### config.mk
export PLATFORM = sky130hd
export DESIGN_NAME = tbyp_wrap
export DESIGN_NICKNAME = d
export VERILOG_FILES = /design/src/rtl/tbyp_pkg.sv /design/src/rtl/tbyp_ram.sv /design/src/rtl/tbyp_hit_ff.sv /design/src/rtl/tbyp_stage.sv /design/src/rtl/tbyp_wrap.sv
export SDC_FILE = /design/constraint.sdc
export NUM_CORES = 1
export LEC_CHECK = 0
export ABC_CLOCK_PERIOD_IN_PS = 1300
export CORE_ASPECT_RATIO = 1.5
export CORE_MARGIN = 2
export CORE_UTILIZATION = 64
export DETAILED_ROUTE_END_ITERATION = 10
export DONT_BUFFER_PORTS = 1
export GPL_ROUTABILITY_DRIVEN = 0
export PLACE_DENSITY = 0.8
export SYNTH_ARGS = -nofsm -noshare
export SYNTH_HDL_FRONTEND = slang
export SYNTH_SLANG_ARGS = --single-unit
### constraint.sdc
create_clock -name clk -period 1.3 [get_ports clk]
set_clock_uncertainty 0.1 [all_clocks]
set_input_delay 0.13 -clock clk [delete_from_list [all_inputs] [get_ports clk]]
set_output_delay 0.13 -clock clk [all_outputs]
set_load 0.02 [all_outputs]
### src/rtl/tbyp_pkg.sv
package tbyp_pkg;

  // Precedence between the read clock enable and the synchronous reset.
  typedef enum logic {
    SRST_WINS     = 1'b0,  // reset acts whatever rd_en is
    EN_GATES_SRST = 1'b1   // reset only acts in enabled cycles
  } srst_mode_e;

  function automatic logic srst_fires(srst_mode_e mode, logic srst, logic en);
    return srst && ((mode == SRST_WINS) || en);
  endfunction

endpackage

### src/rtl/tbyp_ram.sv
module tbyp_ram
  import tbyp_pkg::*;
#(
  parameter int         ADDR_W    = 4,
  parameter int         DATA_W    = 16,
  parameter int         LANE_W    = 8,
  parameter int         NUM_WR    = 2,
  parameter srst_mode_e SRST_MODE = SRST_WINS
) (
  input  logic                     clk,
  input  logic                     rst_n,
  input  logic                     rd_en,
  input  logic                     rd_srst,
  input  logic [ADDR_W-1:0]        rd_addr,
  output logic [DATA_W-1:0]        rd_q,
  input  logic [NUM_WR*ADDR_W-1:0] wr_addr,
  input  logic [NUM_WR*DATA_W-1:0] wr_data,
  input  logic [NUM_WR*(DATA_W/LANE_W)-1:0] wr_be
);
  localparam int DEPTH = 1 << ADDR_W;
  localparam int LANES = DATA_W / LANE_W;

  logic [DATA_W-1:0] mem [DEPTH];
  logic [DATA_W-1:0] q_r, q_nxt;

  // Later ports are assigned last, so the highest index wins a lane.
  always_ff @(posedge clk) begin
    for (int p = 0; p < NUM_WR; p++) begin
      for (int l = 0; l < LANES; l++) begin
        if (wr_be[p*LANES+l]) begin
          mem[wr_addr[p*ADDR_W +: ADDR_W]][l*LANE_W +: LANE_W] <=
            wr_data[p*DATA_W + l*LANE_W +: LANE_W];
        end
      end
    end
  end

  // Non-transparent registered read: old contents on a collision.
  always_comb begin
    q_nxt = q_r;
    if (srst_fires(SRST_MODE, rd_srst, rd_en)) begin
      q_nxt = '0;
    end else if (rd_en) begin
      q_nxt = mem[rd_addr];
    end
  end

  always_ff @(posedge clk or negedge rst_n) begin
    if (!rst_n) begin
      q_r <= '0;
    end else begin
      q_r <= q_nxt;
    end
  end

  assign rd_q = q_r;

  // the read register keeps its word in idle cycles.
  a_r7_ram_hold: assert property (@(posedge clk) disable iff (!rst_n)
    (!rd_en && !rd_srst) |=> $stable(rd_q));

endmodule

### src/rtl/tbyp_hit_ff.sv
module tbyp_hit_ff
  import tbyp_pkg::*;
#(
  parameter srst_mode_e SRST_MODE = SRST_WINS
) (
  input  logic clk,
  input  logic rst_n,
  input  logic rd_en,
  input  logic rd_srst,
  input  logic hit_d,
  output logic hit_q
);
  logic hit_r, hit_nxt;

  // Same enable and reset behaviour as the read data register.
  always_comb begin
    hit_nxt = hit_r;
    if (srst_fires(SRST_MODE, rd_srst, rd_en)) begin
      hit_nxt = 1'b0;
    end else if (rd_en) begin
      hit_nxt = hit_d;
    end
  end

  always_ff @(posedge clk or negedge rst_n) begin
    if (!rst_n) begin
      hit_r <= 1'b0;
    end else begin
      hit_r <= hit_nxt;
    end
  end

  assign hit_q = hit_r;

  // a flag set by an earlier read must not change in idle cycles.
  a_r7_hit_hold: assert property (@(posedge clk) disable iff (!rst_n)
    (!rd_en && !rd_srst) |=> $stable(hit_q));

  // a firing synchronous reset leaves no pending bypass.
  a_r8_hit_clear: assert property (@(posedge clk) disable iff (!rst_n)
    (rd_srst && (SRST_MODE == SRST_WINS || rd_en)) |=> !hit_q);

endmodule

### src/rtl/tbyp_stage.sv
module tbyp_stage
  import tbyp_pkg::*;
#(
  parameter int         ADDR_W    = 4,
  parameter int         DATA_W    = 16,
  parameter int         LANE_W    = 8,
  parameter srst_mode_e SRST_MODE = SRST_WINS
) (
  input  logic                       clk,
  input  logic                       rst_n,
  input  logic                       rd_en,
  input  logic                       rd_srst,
  input  logic [ADDR_W-1:0]          rd_addr,
  input  logic [ADDR_W-1:0]          wr_addr,
  input  logic [DATA_W-1:0]          wr_data,
  input  logic [DATA_W/LANE_W-1:0]   wr_be,
  input  logic [DATA_W-1:0]          prev_data,
  output logic [DATA_W-1:0]          stage_data
);
  localparam int LANES = DATA_W / LANE_W;

  logic [DATA_W-1:0] wcap_q, wcap_nxt;
  logic              addr_eq;
  logic [LANES-1:0]  hit_q;

  // Captured write word; no reset, it is masked until a hit is set.
  always_comb wcap_nxt = rd_en ? wr_data : wcap_q;

  always_ff @(posedge clk) begin
    wcap_q <= wcap_nxt;
  end

  assign addr_eq = (rd_addr == wr_addr);

  for (genvar l = 0; l < LANES; l++) begin : g_lane
    tbyp_hit_ff #(
      .SRST_MODE(SRST_MODE)
    ) u_hit (
      .clk    (clk),
      .rst_n  (rst_n),
      .rd_en  (rd_en),
      .rd_srst(rd_srst),
      .hit_d  (wr_be[l] & addr_eq),
      .hit_q  (hit_q[l])
    );

    assign stage_data[l*LANE_W +: LANE_W] =
      hit_q[l] ? wcap_q[l*LANE_W +: LANE_W] : prev_data[l*LANE_W +: LANE_W];
  end

endmodule

### src/rtl/tbyp_wrap.sv
module tbyp_wrap
  import tbyp_pkg::*;
#(
  parameter int         ADDR_W    = 4,
  parameter int         DATA_W    = 16,
  parameter int         LANE_W    = 8,
  parameter int         NUM_WR    = 2,
  parameter srst_mode_e SRST_MODE = SRST_WINS
) (
  input  logic                              clk,
  input  logic                              rst_n,
  input  logic                              rd_en,
  input  logic                              rd_srst,
  input  logic [ADDR_W-1:0]                 rd_addr,
  output logic [DATA_W-1:0]                 rd_data,
  input  logic [NUM_WR*ADDR_W-1:0]          wr_addr,
  input  logic [NUM_WR*DATA_W-1:0]          wr_data,
  input  logic [NUM_WR*(DATA_W/LANE_W)-1:0] wr_be
);
  localparam int LANES = DATA_W / LANE_W;
  localparam int TOP   = NUM_WR - 1;

  logic [DATA_W-1:0] chain [NUM_WR+1];
  logic [DATA_W-1:0] ram_q;

  tbyp_ram #(
    .ADDR_W   (ADDR_W),
    .DATA_W   (DATA_W),
    .LANE_W   (LANE_W),
    .NUM_WR   (NUM_WR),
    .SRST_MODE(SRST_MODE)
  ) u_ram (
    .clk    (clk),
    .rst_n  (rst_n),
    .rd_en  (rd_en),
    .rd_srst(rd_srst),
    .rd_addr(rd_addr),
    .rd_q   (ram_q),
    .wr_addr(wr_addr),
    .wr_data(wr_data),
    .wr_be  (wr_be)
  );

  assign chain[0] = ram_q;

  // Lowest priority first; the last stage has the final say.
  for (genvar p = 0; p < NUM_WR; p++) begin : g_port
    tbyp_stage #(
      .ADDR_W   (ADDR_W),
      .DATA_W   (DATA_W),
      .LANE_W   (LANE_W),
      .SRST_MODE(SRST_MODE)
    ) u_stage (
      .clk       (clk),
      .rst_n     (rst_n),
      .rd_en     (rd_en),
      .rd_srst   (rd_srst),
      .rd_addr   (rd_addr),
      .wr_addr   (wr_addr[p*ADDR_W +: ADDR_W]),
      .wr_data   (wr_data[p*DATA_W +: DATA_W]),
      .wr_be     (wr_be[p*LANES +: LANES]),
      .prev_data (chain[p]),
      .stage_data(chain[p+1])
    );
  end

  assign rd_data = chain[NUM_WR];

  // the first cycle out of reset presents zeros.
  a_r1_reset_zero: assert property (@(posedge clk) disable iff (!rst_n)
    $rose(rst_n) |-> (rd_data == '0));

  // the highest-index port decides every lane it writes at the read address.
  for (genvar l = 0; l < LANES; l++) begin : g_chk
    a_r6_top_port_wins: assert property (@(posedge clk) disable iff (!rst_n)
      (rd_en && !rd_srst && wr_be[TOP*LANES+l] &&
       (wr_addr[TOP*ADDR_W +: ADDR_W] == rd_addr))
      |=> (rd_data[l*LANE_W +: LANE_W] ==
           $past(wr_data[TOP*DATA_W + l*LANE_W +: LANE_W])));
  end

endmodule

==> results.yml, run 1 <==
logic_synthesis:
  ys_top_cells_by_count: "edfxtp_1, mux2_2, mux2i_1, nand3_1, nand2_1"
  synth.most_common_cell: "edfxtp_1"
  synth_area_leaders: "edfxtp_1, mux2_2, mux2i_1, dfrtp_1, a22oi_1"
  netlist_area_um2: 16100
  yosys.area.top_type_share_pct: 53.70
  yosys_most_used_dff: "edfxtp_1"
  ys_ff_latch: 308
  synth_nets: 1156
  synth_edf_count: 288
  synthCells: 1104
  synth_top_area_cell: "edfxtp_1"
  synth_area_per_cell_um2: 14.59
  async_reset_ff_share_pct: 6.494
  yosysWarnings: 0
  ys_types: 39
  seq_area_frac_synth_pct: 56.81
worst_setup_path:
  path_delay_family: "flip-flops"
  endpoint_kind: "output port"
  max_stage_delay_ps: 420
  arrival_ps: 1650
  startpoint_type: "flop"
  critPathKind: "reg2out"
  critPathBufInv: 2
  path_cells: "buf_12, mux2i_1, o21ai_1, buf_4"
  worst-path-max-fanout: 6
  cp.required_ps: 1070
  critPathSlowestCell: "dfrtp_2"
pwr:
  power.leakage_uw: 0.007138
  internal_power_uw: 17330
  seqPwrFrac_pct: 50.7
  power.density_nw_per_um2: 1170
  power_switching_uw: 5306
  clkPwrFrac_pct: 36.8
  switching_share_pct: 23.44
  vdd_drop_max_mv: 1.325
  combPwrFrac_pct: 12.5
  finalPower_uw: 22640
min_path:
  hold_class: "in2reg"
run_status:
  outcome: "finished with violations"
  violations: "negative hold slack, negative setup slack"
cells_and_area:
  syn_to_final_growth_pct: 20.20
  num-fill-cells: 1435
  regArea_um2: 9153
  drive_above_1_share_pct: 41.09
  final_area_um2: 19360
  fin_nets: 1238
  multi_input_area_um2: 7086
global_route:
  grt_antenna_before_repair: 6
  track_usage_pct: 34.93
  grt_pass1_vias: 10827
  grt_max_degree: 131
  overflow: 0
  grt_pass1_wl_mm: 67.72
clock_network:
  numCtsBuffers: 28
  clk_latency_ps: 560
  clkTransAtPathRegs_ps: 70
  cts_root_buf: "clkbuf_16"
  cts_tree: "yes"
  cts_buffer_depth: 3
  ctsHtreeMaxLevel: 1
  clock_sinks: 308
sta:
  rsz0062_at_grt: "true"
  relSlewSlack_pct: 25.34
  period_minus_slack_ps: 1877
  finalWorstSetupSlack_ps: -577.5
  fmax_mhz: 532.6
  fin_hold_ws_ps: -182.8
  finalHoldViolations: 34
  worst_pin_slew_ps: 1116
  drv_slew: 0
  finalCritPeriodShare_pct: 144.4
  finalSetupViolCount: 38
detailed_routing:
  drt-pass1-iter-count: 5
  routedWlPerCell_um: 30.10
  wirelength_mm: 46.39
  via_per_inst: 6.699
  ant_nets: 0
  route.detailed.drc: 0
  drt_iter0_drc: 918
  num_vias: 10323
floorplan:
  die_w_um: 133.5
  die_h_um: 198.3
  die_area_um2: 26470
  rows: 71
  io_pins: 68
  core_area_um2: 24870
  start_util_pct: 64.74
placed_design:
  place_area_um2: 17760
  dpl.hpwl_mm: 28.41
  port_buffers: 0
  preCtsSetupSlack_ps: -176.4
job:
  cap_violations: 0
-- final timing paths --
check                                                                     from                                                  end  slack, ps  cells past startpoint
setup reg to reg                                     u_ram.mem[7][2]$_DFFE_PP_                            u_ram.rd_q[2]$_DFFE_PN0P_        -30                      4
hold / removal                                                           rd_en               g_port[1].u_stage.wcap_q[10]$_DFFE_PP_       -180                      1
hold reg to reg                                     u_ram.rd_q[11]$_DFFE_PN0P_                           u_ram.rd_q[11]$_DFFE_PN0P_        390                      2
max in group asynchronous                                                rst_n  g_port[0].u_stage.g_lane[1].u_hit.hit_q$_DFFE_PN0P_        220                      1
setup / recovery           g_port[0].u_stage.g_lane[0].u_hit.hit_q$_DFFE_PN0P_                                           rd_data[2]       -580                      4
min in group asynchronous                                                rst_n  g_port[1].u_stage.g_lane[1].u_hit.hit_q$_DFFE_PN0P_        130                      1
-- cells in the final DEF (no fill, tap or decap), drive strengths merged --
master	count
dfrtp	20
and2	1
nor2b	5
buf	103
or3b	2
o22ai	18
nand3b	7
dlygate4sd3	43
clkbuf	44
nor3b	2
bufinv	2
nand2	58
nor2	22
mux2i	144
dlymetal6s2s	1
diode	6
dlymetal6s4s	9
edfxtp	288
nand2b	9
xnor2	6
or2	1
a21oi	16
a22oi	48
nand3	58
xor2	2
mux2	256
a22o	4
clkinv	6
o21ai	30
nor3	2
-- kinds of logic (layout without fill, tap and decap cells) --
family                    count (synthesis)  in the layout  synth area share [%]
muxes                                   400            400                 27.22
AOI/OAI and AO/OA                       116            116                 4.584
DFF                                     308            308                 56.81
and+or+nand+nor                         167            167                 7.241
other                                     0              6                     0
xor gates and xnor gates                  8              8                0.4351
buffers and inverters                   105            208                 3.706
-- repair_timing --
action	CTS	global route
hold buffers	50	5
endpoints found under the setup margin	18	424
pin swaps	4	8
hold endpoints to repair	464	47
gates resized for setup	25	29
buffers inserted	0	1
-- layout make-up --
type	count	area share (%)
repair buffers	157	9.230
flip-flops and latches	308	47.28
clock inverters	8	0.4525
diodes	6	0.07756
clock buffers	43	4.234
multi-input cells	691	36.60
well taps	328	2.120
-- worst register-to-register path, delay by kind of cell, from the launching register on --
family | cells | cell delay, ps
and+or+nand+nor | 2 | 280
DFF | 1 | 370
muxes | 1 | 290
AOI/OAI and AO/OA | 1 | 180
-- registers in the layout, indices dropped and copies added (netlist names) --
| name | cells |
|---|---|
| u_ram.mem | 256 |
| g_port.u_stage.wcap_q | 32 |
| u_ram.rd_q | 16 |
| g_port.u_stage.g_lane.u_hit.hit_q | 4 |
-- through the flow --
stage          util (%)  std cells  TNS, ps  hold WS, ps
2_1_floorplan         -       1104   -63860       -265.6
3_3_place_gp      71.39       1429   -28250       -264.8
3_5_place_dp      71.39       1429   -33400       -264.8
4_1_cts           77.25       1530   -83290       -197.0
5_1_grt           77.82       1541   -14050       -182.7
6_report          77.82       1541   -13610       -182.8
-- metal layers --
layer	wire, um	share of wire (%)	vias up	GRT usage, %
li1	-	-	4401	-
met1	15410	33	5232	37.60
met2	24960	54	518	64.53
met3	2804	6.0	172	4.762
met4	3224	6.9	0	21.43
met5	0	0	-	0
-- power groups by stage --
| stage | Combinational (uW) | Sequential, uW | Clock [uW] |
|---|---|---|---|
| after global placement | 2080 | 11700 | 0 |
| after global routing | 2940 | 11500 | 8710 |
| after CTS | 2730 | 11500 | 8340 |
| after detailed placement | 2150 | 11700 | 0 |
| final | 2830 | 11500 | 8330 |
| after floorplan | 1870 | 11600 | 0 |
No activity file was read; power rests on OpenSTA's default activity.
==> inputs of run 2 (changes only) <==
- SYNTH_HIERARCHICAL: not set -> 1
==> run 2 against run 1 <==
  * Critical path type unchanged
  * Register-to-register slack improved by 50 ps
  * Via count hardly changed
  * The run still ends with negative hold slack, negative setup slack left
  * Largest cell class unchanged
  * Hold slack lost 240 ps
==> results.yml, run 2 <==
cells_and_area:
  layout_common_cells: "edfxtp_1, mux2_2, mux2i_1"
  fin_nets: 1241
  finalNonFillerCells: 1537
  drive_above_1_share_pct: 45.42
  largest_register_ffs: 256
  syn_to_final_growth_pct: 25.06
  final_common_cell: "edfxtp_1"
  num-fill-cells: 1307
logic_synthesis:
  yosysWarnings: 6
  synth_area_leaders: "edfxtp_1, mux2_2, mux2i_1, dfrtp_1, a22oi_1"
  synth_area_per_cell_um2: 14.63
  ys_types: 35
  synth.most_common_cell: "edfxtp_1"
  yosys_most_used_dff: "edfxtp_1"
  synth_edf_count: 288
  synth_top_area_cell: "edfxtp_1"
  ys_top_cells_by_count: "edfxtp_1, mux2_2, mux2i_1, nand3_1, clkbuf_1"
  synthCells: 1074
  async_reset_ff_share_pct: 6.494
  ys_ff_latch: 308
  netlist_area_um2: 15720
  seq_area_frac_synth_pct: 58.22
  yosys.area.top_type_share_pct: 55.03
  synth_nets: 1126
clock_network:
  cts_root_buf: "clkbuf_16"
  cts_tree: "yes"
  cts_buffer_depth: 3
  numCtsBuffers: 28
  clock_sinks: 308
  clk_latency_ps: 560
  clkTransAtPathRegs_ps: 70
  cts_hold_buf: 42
  ctsHtreeMaxLevel: 1
global_route:
  grt_pass1_vias: 10883
  grt_antenna_before_repair: 2
  grt_max_degree: 131
  track_usage_pct: 36.40
  grt_pass1_wl_mm: 69.01
  overflow: 0
sta:
  finalWorstSetupSlack_ps: -666.0
  fmax_mhz: 508.6
  drv_slew: 0
  rsz0062_at_grt: "true"
  finalSetupViolCount: 19
  finalCritPeriodShare_pct: 151.2
  fin_hold_ws_ps: -419.6
  finalHoldViolations: 65
  timing.setup.tns_ps: -10250
  relSlewSlack_pct: 26.65
  period_minus_slack_ps: 1966
  worst_pin_slew_ps: 1097
floorplan:
  start_util_pct: 64.78
  die_area_um2: 25850
  die_w_um: 131.9
  rows: 70
  io_pins: 68
  die_h_um: 195.9
  core_area_um2: 24260
pwr:
  vdd_drop_max_mv: 1.311
  power.leakage_uw: 0.007385
  finalPower_uw: 22990
  power.density_nw_per_um2: 1170
job:
  cap_violations: 0
detailed_routing:
  ant_nets: 0
  num_vias: 10325
  via_per_inst: 6.718
  routedWlPerCell_um: 30.49
  wirelength_mm: 46.86
  drt-pass1-iter-count: 6
  route.detailed.drc: 0
  drt_iter0_drc: 932
worst_setup_path:
  startpoint_type: "flop"
  cp.required_ps: 1070
  worst-path-max-fanout: 5
  r2r-start: "u_ram/mem[11][7]$_DFFE_PP_"
  critPathKind: "reg2out"
  crit_start: "g_port[0].u_stage/g_lane[0].u_hit/hit_q$_DFFE_PN0P_"
  endpoint_kind: "output port"
  arrival_ps: 1740
run_status:
  violations: "negative hold slack, negative setup slack"
  outcome: "finished with violations"
placed_design:
  place_inst: 1438
  preCtsSetupSlack_ps: -250.5
  port_buffers: 0
  dpl.hpwl_mm: 29.28
min_path:
  hp-start: "rd_en"
  hold_class: "in2reg"
[run 2: cell count changes after synthesis, sizes merged, moves of 6 or more]
cell	delta
mux2i	-12
nand2	-12
xnor2	-6
o21ai	-16
mux2	+32
buf	-22
xor2	+6
[run 2: metal layers]
| layer | part of all wire [%] | track usage, % | up-vias | wire length [um] |
|---|---|---|---|---|
| li1 | - | - | 4381 | - |
| met1 | 33 | 40.46 | 5184 | 15310 |
| met2 | 53 | 65.35 | 595 | 24790 |
| met3 | 7.7 | 5.840 | 165 | 3596 |
| met4 | 6.8 | 22.02 | 0 | 3167 |
| met5 | 0 | 0 | - | 0 |
[run 2: final timing paths]
| kind | cells after the start | slack, ps | end |
|---|---|---|---|
| min in group asynchronous | 1 | 130 | u_ram/rd_q[0]$_DFFE_PN0P_ |
| max | 3 | -670 | rd_data[5] |
| min reg2reg | 2 | 400 | u_ram/rd_q[3]$_DFFE_PN0P_ |
| max in group asynchronous | 1 | 230 | g_port[0].u_stage/g_lane[1].u_hit/hit_q$_DFFE_PN0P_ |
| max reg2reg | 4 | 20 | u_ram/rd_q[7]$_DFFE_PN0P_ |
| min | 0 | -420 | g_port[0].u_stage/wcap_q[11]$_DFFE_PP_ |
[run 2: final cells by class]
cell class	count	area (um2)	share of cell area (%)
antenna	2	5.005	0.02546
multi-input combinational	683	7156	36.41
clock inverter	19	193.9	0.9868
clock buffer	33	770.7	3.922
timing repair buffer	168	1971	10.03
sequential	308	9153	46.57
tap	324	405.4	2.063
[run 2: critical path, stage by stage, from the launching register on]
cell,delay (ps)
dfrtp_2,390
buf_6,130
mux2_2,340
mux2_4,320
[run 2: repair_timing]
item | CTS | global route
buffers inserted | 4 | 0
setup endpoints to repair | 17 | 214
endpoints found under the hold margin | 416 | 66
gates resized for setup | 25 | 22
pin swaps | 0 | 4
cloned | 0 | 1
[run 2: report_power, final]
part | internal (uW) | switching, uW
registers | 11300 | 158
logic | 1340 | 1450
clock network | 5020 | 3700
[run 2: cells by family after synthesis]
family / Yosys count / share of synthesized area, %
xor+xnor: 8 / 0.4459
buf+inv: 84 / 2.436
compound gates: 96 / 3.965
flops: 308 / 58.22
simple gates: 158 / 5.892
mux: 420 / 29.04
[run 2: per-stage QoR]
step | area (um2) | util [%]
finish | 19650 | 81.01
global route | 19650 | 81.01
CTS | 19560 | 80.64
detailed placement | 18070 | 74.49
global placement | 18070 | 74.49
floorplan | 16640 | -
